--- config.mk ---
export PLATFORM = sky130hd
export DESIGN_NAME = uart_rx_top
export DESIGN_NICKNAME = d
export VERILOG_FILES = /design/src/rtl/uart_rx_pkg.sv /design/src/rtl/uart_rx_frame.sv /design/src/rtl/uart_rx_fifo.sv /design/src/rtl/uart_rx_flow.sv /design/src/rtl/uart_rx_top.sv
export SDC_FILE = /design/constraint.sdc
export NUM_CORES = 1
export LEC_CHECK = 0
export ABC_CLOCK_PERIOD_IN_PS = 4900
export BUFFER_PORTS_ARGS = -buffer_cell sky130_fd_sc_hd__buf_4
export CAP_MARGIN = 10
export CELL_PAD_IN_SITES_DETAIL_PLACEMENT = 0
export CELL_PAD_IN_SITES_GLOBAL_PLACEMENT = 1
export CORE_AREA = 2 2 231 233
export CTS_CLUSTER_SIZE = 8
export DETAILED_ROUTE_END_ITERATION = 8
export DIE_AREA = 0 0 233 235
export PLACE_DENSITY_LB_ADDON = 0.15
export REMOVE_ABC_BUFFERS = 1
export SYNTH_ARGS = -nofsm -noshare
export SYNTH_HDL_FRONTEND = slang
export SYNTH_SLANG_ARGS = --single-unit
--- constraint.sdc ---
create_clock -name clk_i -period 4.9 [get_ports clk_i]
set_input_delay 0.49 -clock clk_i [delete_from_list [all_inputs] [get_ports clk_i]]
set_output_delay 0.49 -clock clk_i [all_outputs]
set_load 0.01 [all_outputs]
--- src/rtl/uart_rx_pkg.sv ---
package uart_rx_pkg;
  typedef enum logic [2:0] {
    ST_IDLE, ST_START, ST_DATA, ST_PAR, ST_STOP, ST_BRK
  } rx_state_e;

  typedef struct packed {
    logic       brk;
    logic [7:0] data;
  } rx_entry_t;

  function automatic logic [3:0] data_len(input logic [1:0] code);
    return 4'd5 + {2'b00, code};
  endfunction
endpackage

--- src/rtl/uart_rx_frame.sv ---
module uart_rx_frame
  import uart_rx_pkg::*;
#(
  parameter int OSR = 16
) (
  input  logic       clk_i,
  input  logic       rst_ni,
  input  logic       rx_i,
  input  logic       tick_i,
  input  logic [1:0] data_len_i,
  input  logic [2:0] parity_i,
  input  logic       two_stop_i,
  output logic       start_o,
  output logic       push_o,
  output rx_entry_t  entry_o,
  output logic       par_err_o,
  output logic       frm_err_o,
  output logic       brk_o
);
  localparam int CW   = $clog2(OSR);
  localparam int HALF = OSR / 2;

  rx_state_e      state_q;
  logic [CW-1:0]  tcnt_q;
  logic [2:0]     bit_q;
  logic [7:0]     shift_q;
  logic           par_q, stop_idx_q, zero_q, frm_bad_q;
  logic           rx_meta_q, rx_s_q, rx_prev_q;

  logic [3:0] nbits;
  logic       fall, sample, last_stop, done, is_brk, exp_par;
  logic [7:0] aligned;

  // two-stage synchroniser plus edge history
  always_ff @(posedge clk_i or negedge rst_ni) begin
    if (!rst_ni) begin
      rx_meta_q <= 1'b1;
      rx_s_q    <= 1'b1;
      rx_prev_q <= 1'b1;
    end else begin
      rx_meta_q <= rx_i;
      rx_s_q    <= rx_meta_q;
      rx_prev_q <= rx_s_q;
    end
  end

  assign nbits     = data_len(data_len_i);
  assign fall      = rx_prev_q & ~rx_s_q;
  assign sample    = tick_i && (tcnt_q == CW'(OSR - 1));
  assign last_stop = !two_stop_i || stop_idx_q;
  assign done      = (state_q == ST_STOP) && sample && last_stop;
  assign is_brk    = zero_q && !rx_s_q;
  assign aligned   = shift_q >> (4'd8 - nbits);

  always_comb begin
    unique case (parity_i[1:0])
      2'b00:   exp_par = ~^aligned;
      2'b01:   exp_par = ^aligned;
      2'b10:   exp_par = 1'b1;
      default: exp_par = 1'b0;
    endcase
  end

  assign start_o      = (state_q == ST_IDLE) && fall;
  assign push_o       = done;
  assign brk_o        = done && is_brk;
  assign entry_o.brk  = is_brk;
  assign entry_o.data = is_brk ? 8'h00 : aligned;
  assign frm_err_o    = done && !is_brk && (frm_bad_q || !rx_s_q);
  assign par_err_o    = done && !is_brk && parity_i[2] && (par_q != exp_par);

  always_ff @(posedge clk_i or negedge rst_ni) begin
    if (!rst_ni) begin
      state_q    <= ST_IDLE;
      tcnt_q     <= '0;
      bit_q      <= '0;
      shift_q    <= '0;
      par_q      <= 1'b0;
      stop_idx_q <= 1'b0;
      zero_q     <= 1'b0;
      frm_bad_q  <= 1'b0;
    end else begin
      unique case (state_q)
        ST_IDLE: if (fall) begin
          state_q   <= ST_START;
          tcnt_q    <= '0;
          zero_q    <= 1'b1;
          frm_bad_q <= 1'b0;
        end
        ST_START: if (tick_i) begin
          if (tcnt_q == CW'(HALF - 1)) begin
            tcnt_q  <= '0;
            bit_q   <= '0;
            state_q <= rx_s_q ? ST_IDLE : ST_DATA;
          end else begin
            tcnt_q <= tcnt_q + 1'b1;
          end
        end
        ST_DATA: if (tick_i) begin
          tcnt_q <= tcnt_q + 1'b1;
          if (sample) begin
            shift_q <= {rx_s_q, shift_q[7:1]};
            if (rx_s_q) zero_q <= 1'b0;
            if (bit_q == 3'(nbits - 4'd1)) begin
              state_q    <= parity_i[2] ? ST_PAR : ST_STOP;
              stop_idx_q <= 1'b0;
            end else begin
              bit_q <= bit_q + 1'b1;
            end
          end
        end
        ST_PAR: if (tick_i) begin
          tcnt_q <= tcnt_q + 1'b1;
          if (sample) begin
            par_q <= rx_s_q;
            if (rx_s_q) zero_q <= 1'b0;
            state_q    <= ST_STOP;
            stop_idx_q <= 1'b0;
          end
        end
        ST_STOP: if (tick_i) begin
          tcnt_q <= tcnt_q + 1'b1;
          if (sample) begin
            if (rx_s_q) zero_q <= 1'b0;
            else        frm_bad_q <= 1'b1;
            if (last_stop) state_q <= is_brk ? ST_BRK : ST_IDLE;
            else           stop_idx_q <= 1'b1;
          end
        end
        ST_BRK: if (rx_s_q) state_q <= ST_IDLE;
        default: state_q <= ST_IDLE;
      endcase
    end
  end
endmodule

--- src/rtl/uart_rx_fifo.sv ---
module uart_rx_fifo #(
  parameter int WIDTH = 9,
  parameter int DEPTH = 64,
  localparam int AW = $clog2(DEPTH),
  localparam int CW = $clog2(DEPTH + 1)
) (
  input  logic             clk_i,
  input  logic             rst_ni,
  input  logic             wr_i,
  input  logic [WIDTH-1:0] wdata_i,
  input  logic             rd_i,
  output logic [WIDTH-1:0] rdata_o,
  output logic [CW-1:0]    count_o,
  output logic             full_o,
  output logic             empty_o
);
  logic [WIDTH-1:0] mem_q [DEPTH];
  logic [AW-1:0]    wp_q, rp_q;
  logic [CW-1:0]    cnt_q;
  logic             do_wr, do_rd;

  assign full_o  = (cnt_q == CW'(DEPTH));
  assign empty_o = (cnt_q == '0);
  assign do_wr   = wr_i && !full_o;
  assign do_rd   = rd_i && !empty_o;
  assign rdata_o = mem_q[rp_q];
  assign count_o = cnt_q;

  always_ff @(posedge clk_i) begin
    if (do_wr) mem_q[wp_q] <= wdata_i;
  end

  always_ff @(posedge clk_i or negedge rst_ni) begin
    if (!rst_ni) begin
      wp_q  <= '0;
      rp_q  <= '0;
      cnt_q <= '0;
    end else begin
      if (do_wr) wp_q <= (wp_q == AW'(DEPTH - 1)) ? '0 : wp_q + 1'b1;
      if (do_rd) rp_q <= (rp_q == AW'(DEPTH - 1)) ? '0 : rp_q + 1'b1;
      unique case ({do_wr, do_rd})
        2'b10:   cnt_q <= cnt_q + 1'b1;
        2'b01:   cnt_q <= cnt_q - 1'b1;
        default: cnt_q <= cnt_q;
      endcase
    end
  end
endmodule

--- src/rtl/uart_rx_flow.sv ---
module uart_rx_flow #(
  parameter int DEPTH     = 64,
  parameter int RTS_LEVEL = 32,
  parameter int OSR       = 16,
  parameter int TO_CHARS  = 4,
  localparam int CW = $clog2(DEPTH + 1),
  localparam int TW = $clog2(TO_CHARS * OSR * 12 + 1)
) (
  input  logic          clk_i,
  input  logic          rst_ni,
  input  logic [CW-1:0] count_i,
  input  logic          empty_i,
  input  logic          flow_en_i,
  input  logic          tick_i,
  input  logic          start_i,
  input  logic [1:0]    data_len_i,
  input  logic          par_en_i,
  input  logic          two_stop_i,
  output logic          rts_no,
  output logic          timeout_o
);
  logic [CW-1:0] free;
  logic          rts_q;
  logic [TW-1:0] limit, to_cnt_q;
  logic [3:0]    fbits;

  assign free = CW'(DEPTH) - count_i;

  always_ff @(posedge clk_i or negedge rst_ni) begin
    if (!rst_ni)                        rts_q <= 1'b0;
    else if (!flow_en_i)                rts_q <= 1'b0;
    else if (free > CW'(RTS_LEVEL))     rts_q <= 1'b0;
    else if (free < CW'(RTS_LEVEL))     rts_q <= 1'b1;
  end
  assign rts_no = rts_q;

  // start + data + parity + stops, in bits
  assign fbits = 4'd7 + {2'b00, data_len_i} + {3'b000, par_en_i} + {3'b000, two_stop_i};
  assign limit = TW'(TO_CHARS * OSR) * TW'(fbits);

  always_ff @(posedge clk_i or negedge rst_ni) begin
    if (!rst_ni)                         to_cnt_q <= '0;
    else if (start_i)                    to_cnt_q <= '0;
    else if (tick_i && to_cnt_q < limit) to_cnt_q <= to_cnt_q + 1'b1;
  end
  assign timeout_o = !empty_i && (to_cnt_q >= limit);
endmodule

--- src/rtl/uart_rx_top.sv ---
module uart_rx_top
  import uart_rx_pkg::*;
#(
  parameter int DEPTH     = 64,
  parameter int OSR       = 16,
  parameter int RTS_LEVEL = 32,
  parameter int TO_CHARS  = 4
) (
  input  logic       clk_i,
  input  logic       rst_ni,
  input  logic       rx_i,
  input  logic       tick_i,
  input  logic [1:0] data_len_i,
  input  logic [2:0] parity_i,
  input  logic       two_stop_i,
  input  logic       flow_en_i,
  input  logic       rd_en_i,
  input  logic       status_rd_i,
  output logic [7:0] rd_data_o,
  output logic       rd_break_o,
  output logic       data_ready_o,
  output logic       overrun_o,
  output logic       parity_err_o,
  output logic       framing_err_o,
  output logic       break_o,
  output logic       timeout_o,
  output logic       rts_no
);
  localparam int CW = $clog2(DEPTH + 1);

  logic          start, push, perr, ferr, brk, full, empty;
  rx_entry_t     wentry, rentry;
  logic [CW-1:0] fifo_cnt;
  logic          ovr_q, par_q, frm_q, brk_q;

  uart_rx_frame #(.OSR(OSR)) u_frame (
    .clk_i, .rst_ni, .rx_i, .tick_i, .data_len_i, .parity_i, .two_stop_i,
    .start_o(start), .push_o(push), .entry_o(wentry),
    .par_err_o(perr), .frm_err_o(ferr), .brk_o(brk)
  );

  uart_rx_fifo #(.WIDTH($bits(rx_entry_t)), .DEPTH(DEPTH)) u_fifo (
    .clk_i, .rst_ni, .wr_i(push), .wdata_i(wentry), .rd_i(rd_en_i),
    .rdata_o(rentry), .count_o(fifo_cnt), .full_o(full), .empty_o(empty)
  );

  uart_rx_flow #(
    .DEPTH(DEPTH), .RTS_LEVEL(RTS_LEVEL), .OSR(OSR), .TO_CHARS(TO_CHARS)
  ) u_flow (
    .clk_i, .rst_ni, .count_i(fifo_cnt), .empty_i(empty), .flow_en_i,
    .tick_i, .start_i(start), .data_len_i, .par_en_i(parity_i[2]),
    .two_stop_i, .rts_no, .timeout_o
  );

  always_ff @(posedge clk_i or negedge rst_ni) begin
    if (!rst_ni) begin
      ovr_q <= 1'b0;
      par_q <= 1'b0;
      frm_q <= 1'b0;
      brk_q <= 1'b0;
    end else begin
      ovr_q <= (ovr_q & ~status_rd_i) | (push & full);
      par_q <= (par_q & ~status_rd_i) | perr;
      frm_q <= (frm_q & ~status_rd_i) | ferr;
      brk_q <= (brk_q & ~status_rd_i) | brk;
    end
  end

  assign rd_data_o     = rentry.data;
  assign rd_break_o    = rentry.brk;
  assign data_ready_o  = !empty;
  assign overrun_o     = ovr_q;
  assign parity_err_o  = par_q;
  assign framing_err_o = frm_q;
  assign break_o       = brk_q;
endmodule

## Yosys cells after proc, flatten, opt, wreduce, memory -nomap -nowiden

Memory sizes are Yosys's and may differ from the RTL's.
Index checks and enable logic that the tools add are counted.

| word-level totals | value |
|---|---|
| bits in registers | 59 |
| bits in writable memories | 576 |
| bits of input ports | 13 |
| output and inout bits | 16 |
| word-level logic and storage cells | 187 |
| memories | 1 |

Memories:

| memory | words | width | rd ports | clocked after Yosys merged registers in | wr ports | line | text |
|---|---|---|---|---|---|---|---|
| u_fifo.mem_q | 64 | 9 | 1 | 0 | 1 | uart_rx_fifo.sv:17 | `logic [WIDTH-1:0] mem_q [DEPTH];` |

| cells by class | value |
|---|---|
| add/sub/neg operators | 14 |
| order comparisons | 4 |
| equality and inequality tests | 35 |
| shift-type cells | 1 |
| muxes and demuxes | 58 |
| bitwise operators | 12 |
| reductions and logical operators | 42 |

Operators by type and width:

| cell | count |
|---|---|
| 3-bit two-way mux | 19 |
| 2-bit by 1-bit != test with 1-bit output (second input constant) | 11 |
| 1-bit two-way mux | 21 |
| 10-bit two-way mux | 2 |
| 3-bit case mux with 6 select lines | 1 |
| 4-bit two-way mux | 4 |
| 1-bit logical AND | 14 |
| 2-bit != test (second input constant) | 7 |
| 7-bit case mux with 2 select lines | 1 |
| 6-bit by 1-bit adder with 6-bit output (second input constant) | 2 |
| 6-bit equality test (second input constant) | 2 |
| 6-bit two-way mux | 2 |
| 4-bit case mux with 3 select lines | 1 |
| 12-bit AND reduction | 1 |
| 10-bit by 1-bit adder with 10-bit output (second input constant) | 1 |
| 10-bit greater-or-equal comparator | 1 |
| 10-bit < comparator | 1 |
| 5-bit AND reduction | 2 |
| 2-bit nonzero test | 5 |
| 9-bit AND reduction | 1 |
| 3-bit by 2-bit adder with 4-bit output (first input constant) | 2 |
| 4-bit by 1-bit adder with 4-bit output | 2 |
| 8-bit two-way mux | 1 |
| 8-bit XNOR reduction | 1 |
| 39 further kinds | 61 |

## Longest topological paths before layout

Gate-level depths: netlist of the first run.

| depth | value |
|---|---|
| word-level depth | 8 |
| gate-level depth with buffers | 16 |
| mapped depth without buffers | 14 |

## Hierarchy

A second synthesis of the first run with hierarchy kept.

| unflattened totals | value |
|---|---|
| cell total of the unflattened synthesis | 1424 |
| area total of the unflattened synthesis | 26017.5 um^2 |

By module, submodules not included:

| module | instances | cells an instance | area an instance (um^2) | seq. area each (um^2) |
|---|---|---|---|---|
| uart_rx_fifo | 1 | 1134 | 23363.7 | 17772.0 |
| uart_rx_frame | 1 | 187 | 1671.6 | 629.4 |
| uart_rx_flow | 1 | 93 | 839.6 | 275.3 |
| uart_rx_top | 1 | 10 | 142.6 | 100.1 |

## Worst setup path before layout of the first run

Ideal clock, no wire load.

| timing path | value |
|---|---|
| path type | reg-to-reg |
| start point | reg u_frame.rx_s_q |
| end point | mem u_fifo.mem_q[0][4], data pin |
| arrival time | 4.087 ns |
| data required time | 4.179 ns |
| path slack | 0.092 ns |
| stages on the path, launching flop included | 5 |
| clock period less this slack | 4.808 ns |
| cell sequence | dfstp_2 inv_1 nand2_1 inv_1 a211oi_1 |

| between the ends | value |
|---|---|
| cells in the longest elaborated chain, start to end | 3 |

RTL lines:

| item | line | text |
|---|---|---|
| start: declaration | uart_rx_frame.sv:28 | `logic rx_meta_q, rx_s_q, rx_prev_q;` |
| start signal: assignment | uart_rx_frame.sv:42 | `rx_s_q <= rx_meta_q;` |
| 1-bit logical NOT | uart_rx_frame.sv:52 | `assign is_brk = zero_q && !rx_s_q;` |
| 1-bit logical AND | uart_rx_frame.sv:52 |  |
| net u_fifo.wdata_i[8] | uart_rx_fifo.sv:10 | `input logic [WIDTH-1:0] wdata_i,` |
| 8-bit two-way mux | uart_rx_frame.sv:68 | `assign entry_o.data = is_brk ? 8'h00 : aligned;` |
| net u_fifo.wdata_i[4] | uart_rx_fifo.sv:10 |  |
| end: declaration | uart_rx_fifo.sv:17 |  |

The timed path passes the listed nets, and every way through them passes these cells.

## Final worst setup path of the first run

| timing path | value |
|---|---|
| start point | reg u_fifo.rp_q[0] |
| end point | out rd_break_o |

| between the ends | value |
|---|---|
| cells in the longest elaborated chain, start to end | 1 |

RTL lines:

| item | line | text |
|---|---|---|
| start: declaration | uart_rx_fifo.sv:18 | `logic [AW-1:0] wp_q, rp_q;` |
| start signal: assignment | uart_rx_fifo.sv:40 | `if (do_rd) rp_q <= (rp_q == AW'(DEPTH - 1)) ? '0 : rp_q + 1'b1;` |
| memory read 64 x 9 bit | -- |  |
| end: declaration | uart_rx_top.sv:20 | `output logic rd_break_o,` |

No other way between the ends.

==> results of run 1 <==
## routing by layer
metal | wire, um | up-vias
li1 | - | 5590
met4 | 1190 | 0
met2 | 26400 | 382
met5 | 0 | -
met3 | 3210 | 77
met1 | 24500 | 6661
## path summary, 6_finish.rpt
path / cells past startpoint / end / startpoint
min in group asynchronous: 2 / u_flow.to_cnt_q[7] / rst_ni
worst max register to register: 14 / u_fifo.count_o[6] / u_fifo.count_o[1]
max in group asynchronous: 2 / u_fifo.rp_q[0] / rst_ni
worst max-delay path: 6 / rd_break_o / u_fifo.rp_q[0]
worst min register to register: 0 / u_frame.rx_s_q / u_frame.rx_meta_q
worst min-delay path: 2 / framing_err_o / status_rd_i
## Yosys cell counts, types with 3 or more instances
| cell | instances |
|---|---|
| xnor2_1 | 14 |
| dfstp_2 | 3 |
| mux4_2 | 181 |
| or3b_2 | 3 |
| ha_1 | 17 |
| buf_2 | 11 |
| clkbuf_1 | 40 |
| edfxtp_1 | 576 |
| nor3_1 | 7 |
| mux2_2 | 11 |
| o31ai_1 | 3 |
| nor2b_1 | 13 |
| nand2_1 | 54 |
| a22oi_1 | 19 |
| nand3_1 | 11 |
| xor2_1 | 12 |
| buf_1 | 18 |
| nor2_1 | 90 |
| nand4_1 | 8 |
| or3_1 | 8 |
| and3b_1 | 3 |
| o21ai_0 | 38 |
| dfrtp_1 | 56 |
| a21boi_0 | 4 |
| nand2b_1 | 5 |
| nand3b_1 | 4 |
| a211oi_1 | 3 |
| a31oi_1 | 6 |
| nor3b_1 | 6 |
| a21oi_1 | 20 |
| and3_1 | 4 |
| inv_1 | 21 |
| mux2i_1 | 7 |
## state kept, by name (all words and copies together), names as in the netlist, 3 cells and up
register and cells:
u_frame.state_q 3, u_flow.to_cnt_q 10, u_fifo.rp_q 6, u_fifo.mem_q 576
u_frame.shift_q 8, u_frame.bit_q 3, u_fifo.count_o 7, u_frame.tcnt_q 4
u_fifo.wp_q 6
## worst max-delay path: cells and delay by family, from the launching register on
| family | cells | cell delay [ns] |
|---|---|---|
| multiplexers | 2 | 1.11 |
| flip-flops | 1 | 0.71 |
| buffers and inverters | 2 | 0.55 |
| AO/OA/AOI/OAI | 1 | 0.46 |
| AND/OR/NAND/NOR | 1 | 0.12 |
## kinds of logic (layout without fill, tap and decap cells)
family          Yosys count  count (layout)  synth area share, %
xor+xnor                 27              27                0.970
fa+ha+maj                18              18                0.902
buf+inv                  94             233                 1.48
mux                     199             199                 16.5
flops                   635             635                 72.8
simple gates            237             237                 4.60
compound gates          113             113                 2.74
## layout make-up
type	count	area share, %
Multi-Input combinational cell	594	22.6
Inverter	22	0.279
Sequential cell	635	63.4
Tap cell	688	2.90
Clock buffer	115	8.06
Timing Repair Buffer	93	2.63
Clock inverter	3	0.110
## power by group through the flow
| stage | Sequential [mW] | Combinational [mW] | Clock (mW) |
|---|---|---|---|
| floorplan | 6.71 | 1.81 | 0 |
| global placement | 6.49 | 2.87 | 0 |
| detailed placement | 6.49 | 2.88 | 0 |
| CTS | 6.39 | 2.89 | 5.54 |
| global route | 6.42 | 3.06 | 5.75 |
| finish | 6.38 | 2.84 | 5.43 |
## what timing repair did
item                                   CTS  global route
hold buffers                             2             0
endpoints found under the hold margin   48             0
setup endpoints to repair                0             0
==> out/metrics.yaml, run 1 <==
whs_ns: 0.120
num-fill-cells: 3870
post-route-min-period_ns: 4.13
dp.final_hpwl_mm: 34.8
syn2layout_area_growth_pct: 14.8
final_cell_mix: "edfxtp_1, mux4_2, clkbuf_16"
start_util_pct: 49.4
synth_cell_types: 68
met1_usage_pct: 30.8
wl_per_cell_um: 25.7
cts_tree: "yes"
slew_violations: 0
nNetsFinal: 1466
status: "finished, final reports clean"
die_h_um: 235
dp_slack_ns: 0.911
grt_max_degree: 65
floorplan.die_area_sq_um: 54800
final_cells: 2150
multi_input_area_sq_um: 6710
yosysWarnings: 0
netlist_area_sq_um: 25800
globalRouteMet2Util_pct: 32.3
viasPerCell: 5.91
vias: 12710
drive_above_1_share_pct: 27.8
final_util_pct: 56.7
post-route-drc-count: 0
core_sq_um: 52200
place_area_sq_um: 27200
tightest_slew_ns: 0.956
power_density_nw_per_um2: 494
p_leak_nw: 10.3
max-vdd-ir-drop_mv: 0.308
cp-end-kind: "output port"
fin_setup_tns_ns: 0
clk_pin_slew_ns: 0.05
path_cells: "buf_12 > mux4_2 > mux4_2 > a22oi_1 > nand2_1 > buf_4"
dieWidth_um: 233
drtIter0Drc: 1113
setup_slack_ns: 0.766
post-route-period-util_pct: 84.4
clockPowerShare_pct: 37.1
synth_edf_count: 576
ys_seq_elements: 635
max_stage_delay_ns: 0.71
cpMaxStageDelayCell: "dfrtp_4"
grt_overflow: 0
sw_frac_of_total_pct: 26.6
track_usage_pct: 20.9
htreeDepth: 3
ctsResizeCount: 0
portBuffers: 28
grt-busiest-layer: "met2"
hold_path_class: "primary input to register"
grt_pass1_wl_mm: 84.3
setup_violations: 0
grt_antenna_before_repair: 0
power.net_switching_mw: 3.90
fmax_mhz: 242
postCtsSetupBuffers: 0
root_buffer: "clkbuf_16"
worstSetupPathType: "register to output port"
postLayoutCellArea_sq_um: 29600
netlist.area_leader.share_pct: 67.0
ys_top_cells_by_area: "edfxtp_1, mux4_2, dfrtp_1, nor2_1, ha_1"
internal-power_mw: 10.7
cts_buffer_depth: 3
worst_path_most_repeated_cell: "mux4_2"
max-cap-violations: 0
start_kind: "register"
clkLatencyLatePin_ns: 0.61
met3_usage_pct: 3.36
cts.sinks: 635
antenna_cells: 0
avgSynthCellArea_sq_um: 19.5
total_power_mw: 14.6
dp.cells: 2030
ff_latch_area_sq_um: 18800
io_pins: 29
cp.required_ns: 4.41
routed_wl_mm: 55.3
ant_nets: 0
rsz0062_at_grt: "false"
synth_ff_type: "edfxtp_1"
final_common_cell: "edfxtp_1"
rows: 84
async_flop_share_pct: 9.29
relSlewSlack_pct: 36.0
seqPwrFrac_pct: 43.6
gp_congestion: 0.827
dr.pass1.iters: 6
synth_top_cell_by_area: "edfxtp_1"
rrSetupSlack_ns: 0.93
pwr-share-comb_pct: 19.4
fin_worst_skew_ns: 0.0232
ys_seq_area_share_pct: 72.8
cts_made_buffers: 89
grt_pass1_vias: 13101
hold_viol: 0
syn_inst: 1323
critPathMaxFanout: 50
critPathArrivalTime_ns: 3.64
No activity file was read; power rests on OpenSTA's default activity.
==> run 2, diff against run 1 <==
--- a/config.mk
+++ b/config.mk
@@ -5,7 +5,7 @@
 export SDC_FILE = /design/constraint.sdc
 export NUM_CORES = 1
 export LEC_CHECK = 0
-export ABC_CLOCK_PERIOD_IN_PS = 4900
+export ABC_CLOCK_PERIOD_IN_PS = 3600
 export BUFFER_PORTS_ARGS = -buffer_cell sky130_fd_sc_hd__buf_4
 export CAP_MARGIN = 10
 export CELL_PAD_IN_SITES_DETAIL_PLACEMENT = 0
==> constraint.sdc (replaced) <==
create_clock -name clk_i -period 3.6 [get_ports clk_i]
set_input_delay 0.36 -clock clk_i [delete_from_list [all_inputs] [get_ports clk_i]]
set_output_delay 0.36 -clock clk_i [all_outputs]
set_load 0.01 [all_outputs]
==> out/metrics.yaml, run 2 (synthesis gave the netlist of run 1 again) <==
cp-end-kind: "output port"
critPathMaxFanout: 18  # -64%
syn2layout_area_growth_pct: 16.8
grt_max_degree: 60  # -7.7%
place_area_sq_um: 27200  # +0.10%
clk_pin_slew_ns: 0.05  # about the same
root_buffer: "clkbuf_16"
max-cap-violations: 0  # unchanged
wl_per_cell_um: 26.0  # +0.93%
setup_slack_ns: 0.0745  # -0.691 ns
top_register: "u_fifo.mem_q"
power_density_nw_per_um2: 687  # +39%
post-route-period-util_pct: 97.9
htreeDepth: 3  # unchanged
dieWidth_um: 233  # unchanged
floorplan.die_area_sq_um: 54800  # unchanged
slew_violations: 0  # unchanged
critPathArrivalTime_ns: 3.17  # -0.47 ns
grt_pass1_vias: 13545  # +3.4%
io_pins: 29  # unchanged
viasPerCell: 5.90  # -0.13%
cts_buffer_depth: 3  # unchanged
cts.sinks: 635  # unchanged
tightest_slew_ns: 1.13  # +0.171 ns
core_sq_um: 52200  # unchanged
top_regs: "u_fifo.mem_q: 576 flops, u_flow.to_cnt_q: 10 flops, u_frame.shift_q: 8 flops"
worstSetupPathType: "register to output port"
rsz0062_at_grt: "false"
hold_viol: 0  # unchanged
clkLatencyLatePin_ns: 0.62  # about the same
cp.required_ns: 3.24  # -1.17 ns
postLayoutCellArea_sq_um: 30200  # +1.7%
rows: 84  # unchanged
dr.pass1.iters: 5  # -1
power.net_switching_mw: 5.56  # +43%
drtIter0Drc: 1082  # -2.8%
nNetsFinal: 1488  # +1.5%
p_leak_nw: 10.4  # +1.9%
routed_wl_mm: 56.9  # +2.9%
fin_worst_skew_ns: 0.0180  # -0.00514 ns
cts_made_buffers: 89  # unchanged
seqPwrFrac_pct: 40.9  # -2.7 points
fmax_mhz: 284
grt_pass1_wl_mm: 86.8  # +3.1%
final_common_cell: "edfxtp_1"
internal-power_mw: 15.1  # +41%
pwr-share-comb_pct: 22.7  # +3.3 points
start_kind: "register"
largest_reg_flops: 576  # unchanged
fin_setup_tns_ns: 0  # unchanged
gp_congestion: 0.781  # -5.5%
start_util_pct: 49.4  # unchanged
die_h_um: 235  # unchanged
grt_antenna_before_repair: 0  # unchanged
rrSetupSlack_ns: 0.22  # -0.71 ns
post-route-drc-count: 0  # unchanged
drive_above_1_share_pct: 29.1  # +1.4 points
post-route-min-period_ns: 3.53
antenna_cells: 0  # unchanged
hold_path_class: "primary input to register"
grt_overflow: 0  # unchanged
vias: 12941  # +1.8%
clockPowerShare_pct: 36.4  # -0.7 points
portBuffers: 28  # unchanged
max-vdd-ir-drop_mv: 0.495  # +61%
dp_slack_ns: 0.167  # -0.744 ns
final_cell_mix: "edfxtp_1, mux4_2, clkbuf_16, buf_4, nor2_1"
status: "finished, final reports clean"
sw_frac_of_total_pct: 26.9  # +0.23 points
setup_violations: 0  # unchanged
cts_tree: "yes"
relSlewSlack_pct: 24.6  # -11 points
ant_nets: 0  # unchanged
track_usage_pct: 21.7  # +0.74 points
dp.final_hpwl_mm: 35.4  # +1.9%
==> run 2: per-layer routing <==
metal	routed length [um]	track usage, %	part of all wire [%]	up-vias
met4	1280	6.79	2.3	0
met1	24400	31.4	43	6768
met3	3930	4.32	6.9	78
met5	0	0	0	-
met2	27300	33.5	48	441
li1	-	-	-	5654
==> run 2: timing repair <==
item                       in CTS  in global routing
hold endpoints to repair       61                  0
cloned                          3                  0
buffers inserted               12                  8
gates resized for setup        14                  7
hold buffers                    4                  0
setup endpoints to repair       8                 10
==> run 2: final cells by class <==
type                            instances  area [sq um]
Clock buffer                          132          2430
Clock inverter                          6          75.1
Fill cell                            3824         22100
Inverter                               22          82.6
Multi-Input combinational cell        594          6770
Sequential cell                       635         18800
Tap cell                              688           861
Timing Repair Buffer                  115          1150
==> run 2: worst paths after layout <==
| kind | start | end | cells after the start |
|---|---|---|---|
| min in group asynchronous | rst_ni | u_flow.to_cnt_q[0] | 2 |
| hold / removal | parity_i[1] | parity_err_o | 3 |
| max in group asynchronous | rst_ni | u_fifo.rp_q[1] | 2 |
| setup / recovery | u_fifo.rp_q[0] | rd_data_o[2] | 8 |
| hold reg to reg | u_frame.rx_meta_q | u_frame.rx_s_q | 0 |
| setup reg to reg | u_frame.state_q[1] | u_fifo.mem_q[8][6] | 8 |
==> run 2: critical path, cell delays in order, from the launching register on <==
cell     delay [ns]
dfrtp_4        0.52
buf_4          0.19
buf_16         0.21
mux4_2         0.54
mux4_2         0.52
a22oi_1        0.20
buf_4          0.17
nand2_1        0.05
buf_4          0.14
==> run 2: through the flow <==
stage               utilization [%]  instances  power [mW]  hold WS [ns]
floorplan                         -       1251        11.2        0.0644
global placement               52.1       2027        12.8         0.346
detailed placement             52.1       2027        12.8         0.347
CTS                            57.6       2184        20.8        0.0452
global route                   57.7       2192        21.5        0.0947
finish                         57.7       2192        20.7        0.0637
==> run 2: power groups by stage <==
stage / registers, mW / clock network [mW] / logic, mW
6_report: 8.47 / 7.54 / 4.71
5_1_grt: 8.49 / 7.98 / 5.06
4_1_cts: 8.47 / 7.68 / 4.69
3_5_place_dp: 8.66 / 0 / 4.18
3_3_place_gp: 8.65 / 0 / 4.17
2_1_floorplan: 9.04 / 0 / 2.21
==> run 3, diff against run 2 <==
--- a/config.mk
+++ b/config.mk
@@ -10,10 +10,12 @@
 export CAP_MARGIN = 10
 export CELL_PAD_IN_SITES_DETAIL_PLACEMENT = 0
 export CELL_PAD_IN_SITES_GLOBAL_PLACEMENT = 1
-export CORE_AREA = 2 2 231 233
+export CORE_AREA = 2 2 226 228
+export CTS_BUF_LIST = sky130_fd_sc_hd__clkbuf_4 sky130_fd_sc_hd__clkbuf_8
+export CTS_CLUSTER_DIAMETER = 100
 export CTS_CLUSTER_SIZE = 8
 export DETAILED_ROUTE_END_ITERATION = 8
-export DIE_AREA = 0 0 233 235
+export DIE_AREA = 0 0 228 230
 export PLACE_DENSITY_LB_ADDON = 0.15
 export REMOVE_ABC_BUFFERS = 1
 export SYNTH_ARGS = -nofsm -noshare
==> out/metrics.yaml, run 3 (synthesis gave the netlist of run 1 again) <==
status: "finished, final reports clean"
vias: 13009  # +0.53%
top_register: "u_fifo.mem_q"
grt_max_degree: 65  # +8.3%
floorplan.die_area_sq_um: 52400  # -4.2%
worst_path_most_repeated_cell: "buf_12"
grt_overflow: 0  # unchanged
p_leak_nw: 10.2  # -2.4%
critPathMaxFanout: 6  # -12
cp_top_family: "multiplexers"
path_cells: "buf_12 > buf_12 > buf_12 > mux4_2 > mux4_2 > a22oi_1 > buf_4 > nand2_1 > buf_4"
rsz0062_at_grt: "true"
power_density_nw_per_um2: 635  # -7.5%
dp.final_hpwl_mm: 34.5  # -2.7%
cp.required_ns: 3.24  # about the same
whs_ns: 0.0763  # +0.0126 ns
clkLatencyLatePin_ns: 0.67  # +0.05 ns
post-route-drc-count: 0  # unchanged
cts_buffer_depth: 3  # unchanged
worstSetupPathType: "register to output port"
root_buffer: "clkbuf_8"
postLayoutCellArea_sq_um: 29600  # -2.0%
place_area_sq_um: 27300  # +0.33%
max-cap-violations: 0  # unchanged
grt_pass1_vias: 13202  # -2.5%
track_usage_pct: 22.1  # +0.44 points
start_util_pct: 51.8  # +2.4 points
cp_num_buf_inv: 5  # +1
post-route-min-period_ns: 3.55  # +0.0290 ns
rows: 82  # -2.4%
grt_antenna_before_repair: 0  # unchanged
max_stage_delay_ns: 0.55  # about the same
portBuffers: 28  # unchanged
fin_worst_skew_ns: 0.0280  # +0.0100 ns
htreeDepth: 3  # unchanged
io_pins: 29  # unchanged
relSlewSlack_pct: 25.1  # +0.50 points
cpMaxStageDelayCell: "mux4_2"
viasPerCell: 5.94  # +0.57%
largest_reg_flops: 576  # unchanged
fmax_mhz: 281  # -0.82%
num-fill-cells: 3709  # -3.0%
routed_wl_mm: 56.6  # -0.53%
syn2layout_area_growth_pct: 14.6
cts_made_buffers: 89  # unchanged
wl_per_cell_um: 25.8  # -0.48%
nNetsFinal: 1504  # +1.1%
cp-end-kind: "output port"
tightest_slew_ns: 1.12  # -0.00747 ns
start_kind: "register"
final_common_cell: "edfxtp_1"
die_h_um: 230  # -2.1%
core_sq_um: 49900  # -4.5%
slew_violations: 0  # unchanged
drive_above_1_share_pct: 33.4  # +4.3 points
cts.sinks: 635  # unchanged
dr.pass1.iters: 5  # unchanged
max-vdd-ir-drop_mv: 0.374  # -25%
post-route-period-util_pct: 98.7  # +0.80 points
final_cell_mix: "edfxtp_1, mux4_2, clkbuf_8"
hold_path_class: "primary input to register"
final_util_pct: 59.3  # +1.6 points
setup_violations: 0  # unchanged
critPathArrivalTime_ns: 3.19  # +0.02 ns
hold_viol: 0  # unchanged
grt_pass1_wl_mm: 85.1  # -2.0%
cts_tree: "yes"
top_regs: "u_fifo.mem_q: 576 flops, u_flow.to_cnt_q: 10 flops, u_frame.shift_q: 8 flops"
dieWidth_um: 228  # -2.1%
ant_nets: 0  # unchanged
clk_pin_slew_ns: 0.07  # +0.02 ns
gp_congestion: 0.789  # +1.0%
antenna_cells: 0  # unchanged
drtIter0Drc: 1211  # +12%
[run 3: cell count changes in the layout (fill, tap and decap cells not counted), sizes merged]
cell,previous run,this run
clkbuf,132,131
bufbuf,2,0
clkinvlp,0,6
inv,25,24
buf,109,123
clkinv,3,0
dlygate4sd3,4,6
[run 3: final timing paths]
path,from,end,slack (ns),depth (start not counted)
setup / recovery,u_fifo.rp_q[0],rd_data_o[3],0.05,9
hold / removal,parity_i[2],u_frame.state_q[2],0.08,3
setup reg to reg,u_fifo.count_o[1],u_fifo.count_o[4],0.25,13
hold reg to reg,u_frame.rx_meta_q,u_frame.rx_s_q,0.36,0
max in group asynchronous,rst_ni,u_fifo.rp_q[0],2.63,2
min in group asynchronous,rst_ni,u_frame.tcnt_q[0],0.33,2
[run 3: through the flow]
| stage | worst slack, ns | std cells | power, mW | TNS (ns) |
|---|---|---|---|---|
| 5_1_grt | -0.0510 | 2191 | 19.6 | -0.166 |
| 4_1_cts | -0.0132 | 2180 | 18.7 | -0.0171 |
| 3_5_place_dp | 0.0796 | 2019 | 13.0 | 0 |
| 6_report | 0.0456 | 2191 | 18.8 | 0 |
| 3_3_place_gp | 0.183 | 2019 | 12.9 | 0 |
| 2_1_floorplan | -3.98 | 1251 | 11.2 | -207.55 |
[run 3: layout make-up]
type | instances | area (sq um) | area share (%)
clock buffer | 129 | 1530 | 5.16
clock inverter | 8 | 62.6 | 0.212
inverter | 22 | 82.6 | 0.279
multi-input combinational | 594 | 6830 | 23.1
sequential | 635 | 18800 | 63.5
tap | 672 | 841 | 2.84
timing repair buffer | 131 | 1440 | 4.87
[run 3: timing repair]
action / 4_1_cts / 5_1_grt
endpoints found under the hold margin: 63 / 0
setup endpoints to repair: 9 / 82
gates cloned: 4 / 2
resized for setup: 21 / 33
pin swaps: 2 / 10
setup buffers: 14 / 9
hold buffers: 6 / 0
[run 3: report_power, final]
group / internal (mW) / switching (mW) / leakage, nW
clock: 2.69 / 2.57 / 0.834
combinational: 2.67 / 2.46 / 2.90
sequential: 8.13 / 0.267 / 6.46
[run 3: worst register-to-register path: cells and delay by family (launching register included)]
family | cells | cell delay [ns]
AND/OR/NAND/NOR | 5 | 1.51
adder cells (fa/ha/maj) | 2 | 0.38
AO/OA/AOI/OAI | 2 | 0.47
buffers and inverters | 1 | 0.06
XOR/XNOR | 3 | 0.43
flip-flops | 1 | 0.39
[run 3: per-layer routing]
| layer | wire length, um | part of all wire (%) | track usage, % | up-vias |
|---|---|---|---|---|
| li1 | - | - | - | 5675 |
| met1 | 24500 | 43 | 31.7 | 6856 |
| met2 | 27500 | 48 | 34.6 | 398 |
| met3 | 3490 | 6.2 | 5.06 | 80 |
| met4 | 1150 | 2.0 | 6.17 | 0 |
| met5 | 0 | 0 | 0 | - |
